File: config.mk
export PLATFORM = sky130hd
export DESIGN_NAME = swd_target_port
export DESIGN_NICKNAME = d
export VERILOG_FILES = /design/src/rtl/swd_tgt_pkg.sv /design/src/rtl/swd_linereset_det.sv /design/src/rtl/swd_dp_regs.sv /design/src/rtl/swd_seq.sv /design/src/rtl/swd_target_port.sv
export SDC_FILE = /design/constraint.sdc
export NUM_CORES = 1
export LEC_CHECK = 0
export ABC_CLOCK_PERIOD_IN_PS = 2400
export BUFFER_PORTS_ARGS = -buffer_cell sky130_fd_sc_hd__buf_4
export CAP_MARGIN = 20
export CELL_PAD_IN_SITES_DETAIL_PLACEMENT = 1
export CELL_PAD_IN_SITES_GLOBAL_PLACEMENT = 2
export CORE_MARGIN = 4
export CORE_UTILIZATION = 33
export CTS_BUF_LIST = sky130_fd_sc_hd__clkbuf_2 sky130_fd_sc_hd__clkbuf_4 sky130_fd_sc_hd__clkbuf_8
export DETAILED_ROUTE_END_ITERATION = 10
export GPL_ROUTABILITY_DRIVEN = 0
export PLACE_DENSITY = 0.82
export SYNTH_ARGS = -nofsm -noshare
export SYNTH_HDL_FRONTEND = slang
export SYNTH_SLANG_ARGS = --single-unit
File: constraint.sdc
create_clock -name clk -period 2.4 [get_ports clk]
set_input_delay 0.24 -clock clk [delete_from_list [all_inputs] [get_ports clk]]
set_output_delay 0.24 -clock clk [all_outputs]
set_load 0.01 [all_outputs]
File: src/rtl/swd_tgt_pkg.sv
package swd_tgt_pkg;

  typedef enum logic [3:0] {
    PH_IDLE, PH_HDR, PH_TRN1, PH_ACK, PH_RD, PH_TRN2, PH_TRNW, PH_WR, PH_LOCK
  } phase_e;

  localparam logic [2:0] ACK_OK    = 3'b001;
  localparam logic [2:0] ACK_WAIT  = 3'b010;
  localparam logic [2:0] ACK_FAULT = 3'b100;

  // header bits after the start bit, first received in bit 0
  localparam int HDR_TAIL = 7;

  typedef struct packed {
    logic       ap;
    logic       rnw;
    logic [1:0] addr;
  } req_t;

  // [0] port sel, [1] read, [3:2] address, [4] parity, [5] stop, [6] park
  function automatic logic hdr_valid(input logic [HDR_TAIL-1:0] h);
    return ((^h[3:0]) == h[4]) && !h[5] && h[6];
  endfunction

endpackage

File: src/rtl/swd_linereset_det.sv
module swd_linereset_det #(
  parameter int LR_CYCLES = 50
) (
  input  logic clk,
  input  logic rst,
  input  logic din,
  output logic lr_now
);
  localparam int RUN_W = $clog2(LR_CYCLES + 1);
  localparam logic [RUN_W-1:0] RUN_TOP = RUN_W'(LR_CYCLES - 1);

  logic [RUN_W-1:0] run_q;

  always_ff @(posedge clk) begin
    if (rst)               run_q <= '0;
    else if (!din)         run_q <= '0;
    else if (run_q != RUN_TOP) run_q <= run_q + 1'b1;
  end

  // high in every cycle whose sample completes a run of LR_CYCLES ones
  assign lr_now = din && (run_q == RUN_TOP);
endmodule

File: src/rtl/swd_dp_regs.sv
module swd_dp_regs #(
  parameter int          DATA_W = 32,
  parameter int          CTRL_W = 8,
  parameter int          BANK_W = 4,
  parameter logic [31:0] IDCODE = 32'h0C5D_1E37
) (
  input  logic              clk,
  input  logic              rst,
  input  logic              we,
  input  logic [1:0]        addr,
  input  logic [DATA_W-1:0] wdata,
  input  logic              perr_set,
  input  logic              cap,
  input  logic [DATA_W-1:0] cap_data,
  output logic [DATA_W-1:0] rdata,
  output logic              sticky,
  output logic [BANK_W-1:0] bank
);
  localparam int CTRL_LSB = 8;

  logic              sticky_q;
  logic [CTRL_W-1:0] ctrl_q;
  logic [BANK_W-1:0] bank_q;
  logic [DATA_W-1:0] rdbuf_q;

  always_ff @(posedge clk) begin
    if (rst) begin
      sticky_q <= 1'b0;
      ctrl_q   <= '0;
      bank_q   <= '0;
      rdbuf_q  <= '0;
    end else begin
      if (perr_set) begin
        sticky_q <= 1'b1;
      end else if (we) begin
        case (addr)
          2'd0: if (wdata[0]) sticky_q <= 1'b0;
          2'd1: ctrl_q <= wdata[CTRL_LSB +: CTRL_W];
          2'd2: bank_q <= wdata[BANK_W-1:0];
          default: ;
        endcase
      end
      if (cap) rdbuf_q <= cap_data;
    end
  end

  always_comb begin
    rdata = '0;
    case (addr)
      2'd0: rdata = DATA_W'(IDCODE);
      2'd1: begin
        rdata[0]                  = sticky_q;
        rdata[CTRL_LSB +: CTRL_W] = ctrl_q;
      end
      2'd2: rdata[BANK_W-1:0] = bank_q;
      default: rdata = rdbuf_q;
    endcase
  end

  assign sticky = sticky_q;
  assign bank   = bank_q;
endmodule

File: src/rtl/swd_seq.sv
module swd_seq
  import swd_tgt_pkg::*;
#(
  parameter int DATA_W = 32
) (
  input  logic              clk,
  input  logic              rst,
  input  logic              din,
  input  logic              lr_now,
  input  logic              sticky,
  input  logic              ap_busy,
  input  logic [DATA_W-1:0] dp_rdata,
  input  logic [DATA_W-1:0] ap_rdata,
  output logic              swdio_out,
  output logic              swdio_oe,
  output logic              locked,
  output logic [1:0]        reg_addr,
  output logic              dp_we,
  output logic              wr_perr,
  output logic              ap_rd_cap,
  output logic [DATA_W-1:0] wr_word,
  output logic              ap_wr_en,
  output logic              ap_rd_en,
  output logic [DATA_W-1:0] ap_wdata
);
  localparam int SH_W  = DATA_W + 1;
  localparam int CNT_W = $clog2(DATA_W + 1);
  localparam logic [CNT_W-1:0] CNT_LAST = CNT_W'(DATA_W);
  localparam logic [CNT_W-1:0] HDR_LAST = CNT_W'(HDR_TAIL - 1);
  localparam logic [CNT_W-1:0] ACK_LAST = CNT_W'(2);

  phase_e              ph_q, ph_n;
  logic [CNT_W-1:0]    cnt_q, cnt_n;
  logic [HDR_TAIL-1:0] hdr_q, hdr_n;
  req_t                req_q, req_n;
  logic [2:0]          ack_q, ack_n;
  logic [SH_W-1:0]     sh_q, sh_n;
  logic [SH_W-1:0]     word_in;
  logic [DATA_W-1:0]   wdat_q, wdat_n;
  logic                oe_n, out_n, apw_n, apr_n;
  logic [DATA_W-1:0]   rd_word;

  always_comb begin
    ph_n      = ph_q;
    cnt_n     = cnt_q;
    hdr_n     = hdr_q;
    req_n     = req_q;
    ack_n     = ack_q;
    sh_n      = sh_q;
    wdat_n    = wdat_q;
    apw_n     = 1'b0;
    apr_n     = 1'b0;
    dp_we     = 1'b0;
    wr_perr   = 1'b0;
    ap_rd_cap = 1'b0;
    word_in   = {din, sh_q[SH_W-1:1]};
    wr_word   = word_in[DATA_W-1:0];
    rd_word   = req_q.ap ? ap_rdata : dp_rdata;

    case (ph_q)
      PH_IDLE: begin
        if (din) begin
          ph_n  = PH_HDR;
          cnt_n = '0;
        end
      end
      PH_HDR: begin
        hdr_n = {din, hdr_q[HDR_TAIL-1:1]};
        if (cnt_q == HDR_LAST) begin
          if (!hdr_valid(hdr_n)) begin
            ph_n = PH_LOCK;
          end else begin
            req_n.ap   = hdr_n[0];
            req_n.rnw  = hdr_n[1];
            req_n.addr = hdr_n[3:2];
            if (hdr_n[0] && sticky)       ack_n = ACK_FAULT;
            else if (hdr_n[0] && ap_busy) ack_n = ACK_WAIT;
            else                          ack_n = ACK_OK;
            sh_n       = '0;
            sh_n[2:0]  = ack_n;
            apr_n      = hdr_n[0] && hdr_n[1] && (ack_n == ACK_OK);
            ph_n       = PH_TRN1;
          end
        end else begin
          cnt_n = cnt_q + 1'b1;
        end
      end
      PH_TRN1: begin
        ph_n  = PH_ACK;
        cnt_n = '0;
      end
      PH_ACK: begin
        if (cnt_q == ACK_LAST) begin
          cnt_n = '0;
          if (ack_q != ACK_OK) begin
            ph_n = PH_TRN2;
          end else if (req_q.rnw) begin
            sh_n      = {^rd_word, rd_word};
            ap_rd_cap = req_q.ap;
            ph_n      = PH_RD;
          end else begin
            ph_n = PH_TRNW;
          end
        end else begin
          sh_n  = sh_q >> 1;
          cnt_n = cnt_q + 1'b1;
        end
      end
      PH_RD: begin
        if (cnt_q == CNT_LAST) begin
          ph_n = PH_TRN2;
        end else begin
          sh_n  = sh_q >> 1;
          cnt_n = cnt_q + 1'b1;
        end
      end
      PH_TRN2: ph_n = PH_IDLE;
      PH_TRNW: begin
        ph_n  = PH_WR;
        cnt_n = '0;
      end
      PH_WR: begin
        sh_n = word_in;
        if (cnt_q == CNT_LAST) begin
          ph_n = PH_IDLE;
          if ((^word_in[DATA_W-1:0]) != word_in[DATA_W]) begin
            wr_perr = 1'b1;
          end else if (req_q.ap) begin
            apw_n  = 1'b1;
            wdat_n = word_in[DATA_W-1:0];
          end else begin
            dp_we = 1'b1;
          end
        end else begin
          cnt_n = cnt_q + 1'b1;
        end
      end
      default: ph_n = PH_LOCK;
    endcase

    if (lr_now) begin
      ph_n      = PH_IDLE;
      apw_n     = 1'b0;
      apr_n     = 1'b0;
      dp_we     = 1'b0;
      wr_perr   = 1'b0;
      ap_rd_cap = 1'b0;
    end

    oe_n  = (ph_n == PH_ACK) || (ph_n == PH_RD);
    out_n = oe_n && sh_n[0];
  end

  always_ff @(posedge clk) begin
    if (rst) begin
      ph_q      <= PH_IDLE;
      cnt_q     <= '0;
      hdr_q     <= '0;
      req_q     <= '0;
      ack_q     <= ACK_OK;
      sh_q      <= '0;
      wdat_q    <= '0;
      swdio_oe  <= 1'b0;
      swdio_out <= 1'b0;
      ap_wr_en  <= 1'b0;
      ap_rd_en  <= 1'b0;
    end else begin
      ph_q      <= ph_n;
      cnt_q     <= cnt_n;
      hdr_q     <= hdr_n;
      req_q     <= req_n;
      ack_q     <= ack_n;
      sh_q      <= sh_n;
      wdat_q    <= wdat_n;
      swdio_oe  <= oe_n;
      swdio_out <= out_n;
      ap_wr_en  <= apw_n;
      ap_rd_en  <= apr_n;
    end
  end

  assign locked   = (ph_q == PH_LOCK);
  assign reg_addr = req_q.addr;
  assign ap_wdata = wdat_q;
endmodule

File: src/rtl/swd_target_port.sv
module swd_target_port #(
  parameter int          DATA_W    = 32,
  parameter int          CTRL_W    = 8,
  parameter int          BANK_W    = 4,
  parameter int          LR_CYCLES = 50,
  parameter logic [31:0] IDCODE    = 32'h0C5D_1E37
) (
  input  logic              clk,
  input  logic              rst,
  input  logic              swdio_in,
  output logic              swdio_out,
  output logic              swdio_oe,
  input  logic              ap_busy,
  output logic [BANK_W+1:0] ap_addr,
  output logic              ap_wr_en,
  output logic [DATA_W-1:0] ap_wdata,
  output logic              ap_rd_en,
  input  logic [DATA_W-1:0] ap_rdata
);
  logic              lr_now;
  logic              seq_locked;
  logic [1:0]        reg_addr;
  logic              dp_we, wr_perr, ap_rd_cap, sticky;
  logic [DATA_W-1:0] wr_word, dp_rdata;
  logic [BANK_W-1:0] bank;

  swd_linereset_det #(.LR_CYCLES(LR_CYCLES)) u_lr (
    .clk(clk), .rst(rst), .din(swdio_in), .lr_now(lr_now)
  );

  swd_dp_regs #(
    .DATA_W(DATA_W), .CTRL_W(CTRL_W), .BANK_W(BANK_W), .IDCODE(IDCODE)
  ) u_regs (
    .clk(clk), .rst(rst), .we(dp_we), .addr(reg_addr), .wdata(wr_word),
    .perr_set(wr_perr), .cap(ap_rd_cap), .cap_data(ap_rdata),
    .rdata(dp_rdata), .sticky(sticky), .bank(bank)
  );

  swd_seq #(.DATA_W(DATA_W)) u_seq (
    .clk(clk), .rst(rst), .din(swdio_in), .lr_now(lr_now), .sticky(sticky),
    .ap_busy(ap_busy), .dp_rdata(dp_rdata), .ap_rdata(ap_rdata),
    .swdio_out(swdio_out), .swdio_oe(swdio_oe), .locked(seq_locked),
    .reg_addr(reg_addr), .dp_we(dp_we), .wr_perr(wr_perr),
    .ap_rd_cap(ap_rd_cap), .wr_word(wr_word), .ap_wr_en(ap_wr_en),
    .ap_rd_en(ap_rd_en), .ap_wdata(ap_wdata)
  );

  assign ap_addr = {bank, reg_addr};
endmodule

==> results.toml, run 1 <==
[detailed_routing]
viasPerCell = 5.26
vias = 6594
wl_um = 22900
antenna_left = 0
drc = 0
dr.first_iter.drc_count = 457
dr.pass1.iters = 6
post_drt_wl_per_cell_um = 18.3

[yosys]
synth_xor_area_share_pct = 11.4
synth_top_family_by_area = "compound AO/OA/AOI/OAI gates"
synthCells = 844
ys.flop_type = "dfxtp_1"
synth-seq-cells = 143
synthSimpleGateAreaFrac_pct = 18.9
syn_nets = 886
synth_top_area_share_pct = 40.3
yosysUniqueCellTypes = 59
synth_area_leaders = "dfxtp_1 40%, a21oi_1 7.5%, nand2_1 5.8%, xnor2_1 5.6%, nand3_1 4.0%"
synth_area_um2 = 7100
ys_seq_area_share_pct = 40.3
synth_area_per_cell_um2 = 8.41
ys_async_sr_fraction_pct = 0
synth_fa_ha_area_share_pct = 1.06
ys_warn_count = 0
synth-edff-count = 0
synth_compound_area_share_pct = 21.8
yosysTopAreaCell = "dfxtp_1"
muxShareOfSynthArea_pct = 1.16

[clock_tree]
clkLatencyLatePin_ns = 0.46
cts_buffers = 17
cts.sinks = 143
cts_tree = "yes"
hold_buffers = 0
root_buffer = "clkbuf_8"
path_clk_slew_ns = 0.09
htreeDepth = 4
cts.path.max_buffers = 2

[setup_path]
crit_path_top_delay_cell = "or3_4"
reg2reg_from = "u_seq.cnt_q[0]$_SDFFE_PP0P_"
critPathMaxStageDelay_ns = 0.39
crit_start = "u_seq.cnt_q[0]$_SDFFE_PP0P_"
worst_path_most_repeated_cell = "or3_4"
startpoint_type = "register"
reg2reg_to = "u_seq.sh_q[0]$_SDFF_PP0_"
endpoint = "u_seq.sh_q[0]$_SDFF_PP0_"
endpoint_kind = "register"
crit_arrival_ns = 2.84
crit_type = "reg -> reg"
worstPathRequired_ns = 2.74
reg2reg_slack_ns = -0.1
cp_cell_sequence = "inv_2 > ha_4 > or3b_4 > or3_4 > nor2b_4 > or3_4 > a221o_1 > a21oi_2 > nor2_1"
cp_max_fo = 2
r2r_cells = 9

[global_route]
grt_max_degree = 57
globalRouteOverflowTotal = 0
track_usage_pct = 18.5
grt_pass1_vias = 6486
grt_first_pass_wirelength_um = 35700
antenna_found_initial = 0

[sta]
hold_violations = 0
fin_crit_sh_pct = 104
slew_violations = 0
grt_setup_unrepaired = "yes"
slew_headroom_pct = 64.7
worst_slack_ns = -0.0976
setup_violations = 3
fin_skew_ns = 0.0141
max_clock_freq_mhz = 400
fin_hold_ws_ns = 0.0258
tightest_slew_ns = 0.529
period_minus_slack_ns = 2.50

[final_layout]
antenna_cells = 0
stdcell_count = 1253
drive_above_1_share_pct = 28.0
final_nets = 1007
area_growth_pct = 31.0
fin_util_pct = 44.1
n_fill_cell = 2487

[power_and_ir_drop]
p_per_area_nw_per_um2 = 504
power.static_leakage_nw = 3.47
finalPower_mw = 4.69
irDropWorstVdd_mv = 0.338

[floorplanning]
dieArea_um2 = 23900
coreArea_um2 = 21100
fp.dieW_um = 155
die_h_um = 155
start_util_pct = 33.7
rows = 53
ios = 78

[placement]
dp_hpwl_um = 16000
post-place-ws_ns = -0.184
numPlacedInstances = 1211
portBuffers = 77

[worst_hold_path]
hold_class = "in -> reg"

[status]
status = "finished, violations left"
violations = "negative setup slack"

[run]
maxCapViolCount = 0
==> worst min-delay path by stage <==
stage	startpoint	to	slack [ns]	cells after the start
after global placement	u_regs.rdbuf_q[12]$_SDFFE_PP0P_	u_regs.rdbuf_q[12]$_SDFFE_PP0P_	0.44	2
after detailed placement	u_seq.ack_q[1]$_SDFFE_PP0P_	u_seq.ack_q[1]$_SDFFE_PP0P_	0.45	2
after floorplan	ap_rdata[10]	u_regs.rdbuf_q[10]$_SDFFE_PP0P_	0.38	2
after global routing	ap_rdata[22]	u_regs.rdbuf_q[22]$_SDFFE_PP0P_	0.006	3
after CTS	ap_rdata[26]	u_regs.rdbuf_q[26]$_SDFFE_PP0P_	0.0007	3
final	ap_rdata[22]	u_regs.rdbuf_q[22]$_SDFFE_PP0P_	0.03	3
==> state kept, by name (all words and copies together), names as in the netlist, 3 cells and up <==
name	flops
u_seq.ph_q	4
u_seq.sh_q	33
u_regs.bank	4
u_regs.rdbuf_q	32
u_seq.cnt_q	6
u_seq.hdr_q	6
u_seq.ap_wdata	32
u_regs.ctrl_q	8
u_seq.ack_q	3
u_lr.run_q	6
==> placed cells by master (no fill, tap or decap), types with 5 or more instances in the layout <==
cell | synthesis | layout
a222oi_1 | 27 | 27
clkbuf_8 | 0 | 17
a211oi_1 | 8 | 8
nor2_1 | 57 | 56
buf_4 | 7 | 153
a22o_1 | 12 | 11
xnor3_1 | 7 | 7
o21ai_0 | 29 | 24
a21oi_2 | 1 | 21
dfxtp_2 | 0 | 6
and3_1 | 8 | 7
inv_1 | 10 | 9
nand3_1 | 57 | 56
a21oi_1 | 106 | 85
mux2i_1 | 6 | 6
nor3_1 | 9 | 8
buf_6 | 4 | 5
dfxtp_1 | 143 | 137
o21ai_2 | 0 | 5
o21ai_1 | 28 | 28
ha_1 | 6 | 5
and2_1 | 6 | 5
xor2_1 | 18 | 18
nand2_1 | 110 | 109
buf_12 | 0 | 11
nand2b_1 | 6 | 5
xnor2_1 | 45 | 43
nor2b_1 | 17 | 16
==> timing repair <==
item,CTS,global route
buffers inserted,3,2
gates resized for setup,27,45
cloned,0,5
setup endpoints to repair,72,114
endpoints found under the hold margin,0,0
pin swaps,10,17
==> routing by layer <==
layer	GRT usage (%)	vias to the layer above	routed length [um]
li1	-	3231	-
met1	28.2	3214	11700
met2	27.1	134	10100
met3	3.19	15	842
met4	4.25	0	198
met5	0	-	0
==> area by class of cell <==
class / instances / area (um^2) / share of cell area (%)
Clock buffer: 18 / 241 / 2.60
Clock inverter: 14 / 160 / 1.72
Inverter: 10 / 37.5 / 0.404
Multi-Input combinational cell: 620 / 4130 / 44.4
Sequential cell: 143 / 2870 / 30.9
Tap cell: 275 / 344 / 3.70
Timing Repair Buffer: 173 / 1520 / 16.3
==> kinds of logic after synthesis <==
group | count (synthesis)
DFF | 143
muxes | 8
adders and majority gates | 6
AOI/OAI and AO/OA | 240
buffers and inverters | 81
xor gates and xnor gates | 75
and+or+nand+nor | 291
==> power breakdown <==
| group | leakage (nW) | switching [mW] | internal [mW] |
|---|---|---|---|
| clock network | 0.201 | 1.04 | 0.956 |
| registers | 1.16 | 0.00719 | 2.38 |
| logic | 2.11 | 0.179 | 0.132 |
==> synthesized netlist by cell type (2+ instances only) <==
library cell	n
a211oi_1	8
a21o_1	4
a21oi_1	106
a221o_1	3
a221oi_1	3
a221oi_2	3
a222oi_1	27
a22o_1	12
a22oi_1	3
a2bb2oi_1	3
a31oi_1	3
and2_1	6
and3_1	8
buf_1	2
buf_2	17
buf_4	7
buf_6	4
clkbuf_1	41
dfxtp_1	143
ha_1	6
inv_1	10
mux2i_1	6
nand2_1	110
nand2b_1	6
nand3_1	57
nand4_1	3
nand4b_1	2
nor2_1	57
nor2b_1	17
nor3_1	9
nor3b_1	3
nor4_1	3
o21ai_0	29
o21ai_1	28
or3_1	3
xnor2_1	45
xnor2_2	2
xnor3_1	7
xor2_1	18
==> worst max-delay path, delay by kind of cell, from the launching register on <==
kind	cells	cell delay [ns]
fa+ha+maj	1	0.12
compound gates	2	0.55
buf+inv	1	0.07
flops	1	0.33
simple gates	5	1.32
==> per-stage QoR <==
step	area (um^2)	TNS, ns
3_5_place_dp	8470	-0.952
6_report	9300	-0.193
4_1_cts	9000	-0.678
5_1_grt	9300	-2.46
3_3_place_gp	8470	-0.0997
2_1_floorplan	7110	0
Power figures use the tool's default switching activity.
==> inputs of run 2 (changes only) <==
--- a/config.mk
+++ b/config.mk
@@ -16,6 +16,7 @@
 export DETAILED_ROUTE_END_ITERATION = 10
 export GPL_ROUTABILITY_DRIVEN = 0
 export PLACE_DENSITY = 0.82
+export RECOVER_POWER = 100
 export SYNTH_ARGS = -nofsm -noshare
 export SYNTH_HDL_FRONTEND = slang
 export SYNTH_SLANG_ARGS = --single-unit
==> run 2 against run 1 <==
Against the previous run:
- the run still ends with negative setup slack left
- sequential power hardly changed
- die area stayed put
- final cell count stayed put
- global-route usage stayed put
- total power is 0.18% lower
- first-iteration DRC count is 6.6% higher
- wire length hardly changed
- clock power hardly changed
- largest power group unchanged
- combinational power hardly changed
- critical path depth stayed put
- via count is 0.23% lower
- sequential share of layout area is 0.53 points higher
==> results.toml, run 2 (synthesized netlist as in run 1, its figures left out) <==
[setup_path]
crit_type = "reg -> reg"
crit_start = "u_seq.cnt_q[0]$_SDFFE_PP0P_"
worstPathRequired_ns = 2.74
r2r_cells = 9
endpoint_kind = "register"
reg2reg_slack_ns = -0.1
startpoint_type = "register"
cp_max_fo = 2
reg2reg_to = "u_seq.sh_q[0]$_SDFF_PP0_"
reg2reg_from = "u_seq.cnt_q[0]$_SDFFE_PP0P_"
crit_arrival_ns = 2.84

[floorplanning]
dieArea_um2 = 23900
fp.dieW_um = 155
die_h_um = 155
ios = 78
start_util_pct = 33.7
rows = 53
coreArea_um2 = 21100

[sta]
tightest_slew_ns = 0.539
worst_slack_ns = -0.0993
slew_headroom_pct = 64.1
fin_crit_sh_pct = 104
slew_violations = 0
setup_violations = 3
fin_hold_ws_ns = 0.0291
period_minus_slack_ns = 2.50
hold_violations = 0
grt_setup_unrepaired = "yes"
fin_skew_ns = 0.0142
max_clock_freq_mhz = 400

[power_and_ir_drop]
p_per_area_nw_per_um2 = 512
power.static_leakage_nw = 3.29
irDropWorstVdd_mv = 0.336

[clock_tree]
hold_buffers = 0
path_clk_slew_ns = 0.09
cts.sinks = 143
htreeDepth = 4
cts_buffers = 17
clkLatencyLatePin_ns = 0.46
cts.path.max_buffers = 2
root_buffer = "clkbuf_8"
cts_tree = "yes"

[final_layout]
largest_reg_flops = 33
top_register = "u_seq.sh_q"
antenna_cells = 0
final_common_cell = "dfxtp_1"
final_nets = 1007
area_growth_pct = 28.7
drive_above_1_share_pct = 23.5
n_fill_cell = 2508
layout_common_cells = "138 x dfxtp_1, 111 x buf_4, 109 x nand2_1"
fin_util_pct = 43.3

[worst_hold_path]
holdPathEnd = "u_regs.rdbuf_q[22]$_SDFFE_PP0P_"
hold_depth = 3
hold_class = "in -> reg"
hp-start = "ap_rdata[22]"

[detailed_routing]
antenna_left = 0
drc = 0
dr.pass1.iters = 7
vias = 6579
post_drt_wl_per_cell_um = 18.3
viasPerCell = 5.25
wl_um = 22900
dr.first_iter.drc_count = 487

[run]
maxCapViolCount = 0

[placement]
dp_hpwl_um = 16000
post-place-ws_ns = -0.184
portBuffers = 77

[global_route]
globalRouteOverflowTotal = 0
track_usage_pct = 18.5
grt_first_pass_wirelength_um = 35700
grt_pass1_vias = 6486
antenna_found_initial = 0
grt_max_degree = 57

[status]
violations = "negative setup slack"
status = "finished, violations left"
-- run 2: cell types whose count changed in the layout (fill, tap and decap cells not counted) --
cell / previous run / this run
buf_4: 153 / 111
clkbuf_1: 0 / 42
and2_0: 0 / 1
and2_2: 1 / 0
dfxtp_1: 137 / 138
dfxtp_2: 6 / 5
-- run 2: cell type report --
class	count	area (um^2)	area share [%]
Clock buffer	18	241	2.64
Clock inverter	14	160	1.75
Inverter	10	37.5	0.411
Multi-Input combinational cell	620	4130	45.2
Sequential cell	143	2870	31.4
Tap cell	275	344	3.77
Timing Repair Buffer	173	1360	14.9
-- run 2: how the worst max path moves through the flow --
stage                                  endpoint  slack [ns]  depth (start not counted)
detailed placement  u_seq.sh_q[32]$_SDFFE_PP0P_       -0.18                          8
finish                 u_seq.sh_q[0]$_SDFF_PP0_        -0.1                          9
global route         u_seq.swdio_out$_SDFF_PP0_       -0.18                          9
global placement    u_seq.sh_q[32]$_SDFFE_PP0P_        -0.1                          8
floorplan            u_seq.swdio_out$_SDFF_PP0_       0.009                          9
CTS                  u_seq.swdio_out$_SDFF_PP0_       -0.07                          9
-- run 2: worst max-delay path, cell delays in order (launching register included) --
cell and delay (ns):
dfxtp_2 0.33, inv_2 0.07, ha_4 0.12, or3b_4 0.37, or3_4 0.35, nor2b_4 0.13
or3_4 0.39, a221o_1 0.35, a21oi_2 0.20, nor2_1 0.08
-- run 2: layer usage --
layer	global-route usage (%)	share of wire, %	wire (um)	up-vias
li1	-	-	-	3228
met1	28.2	51	11700	3200
met2	27.1	44	10200	136
met3	3.19	3.5	798	15
met4	4.25	0.88	201	0
met5	0	0	0	-
-- run 2: per-stage QoR --
stage / std cells / cell area, um^2 / TNS, ns / power [mW]
5_1_grt: 1253 / 9140 / -2.95 / 4.88
3_3_place_gp: 1211 / 8470 / -0.0997 / 2.72
4_1_cts: 1246 / 9000 / -0.678 / 4.73
3_5_place_dp: 1211 / 8470 / -0.952 / 2.72
6_report: 1253 / 9140 / -0.200 / 4.68
2_1_floorplan: 844 / 7110 / 0 / 2.58
-- run 2: repair_timing --
action                     4_1_cts  5_1_grt
resized for setup               27       45
pin swaps                       10       17
setup buffers                    3        2
setup endpoints to repair       72      114
cloned                           0        5
-- run 2: power breakdown --
| group | leakage [nW] | switching, mW | internal (mW) | total (mW) |
|---|---|---|---|---|
| clock | 0.201 | 1.03 | 0.956 | 1.99 |
| combinational | 1.93 | 0.179 | 0.130 | 0.308 |
| sequential | 1.15 | 0.00716 | 2.38 | 2.39 |
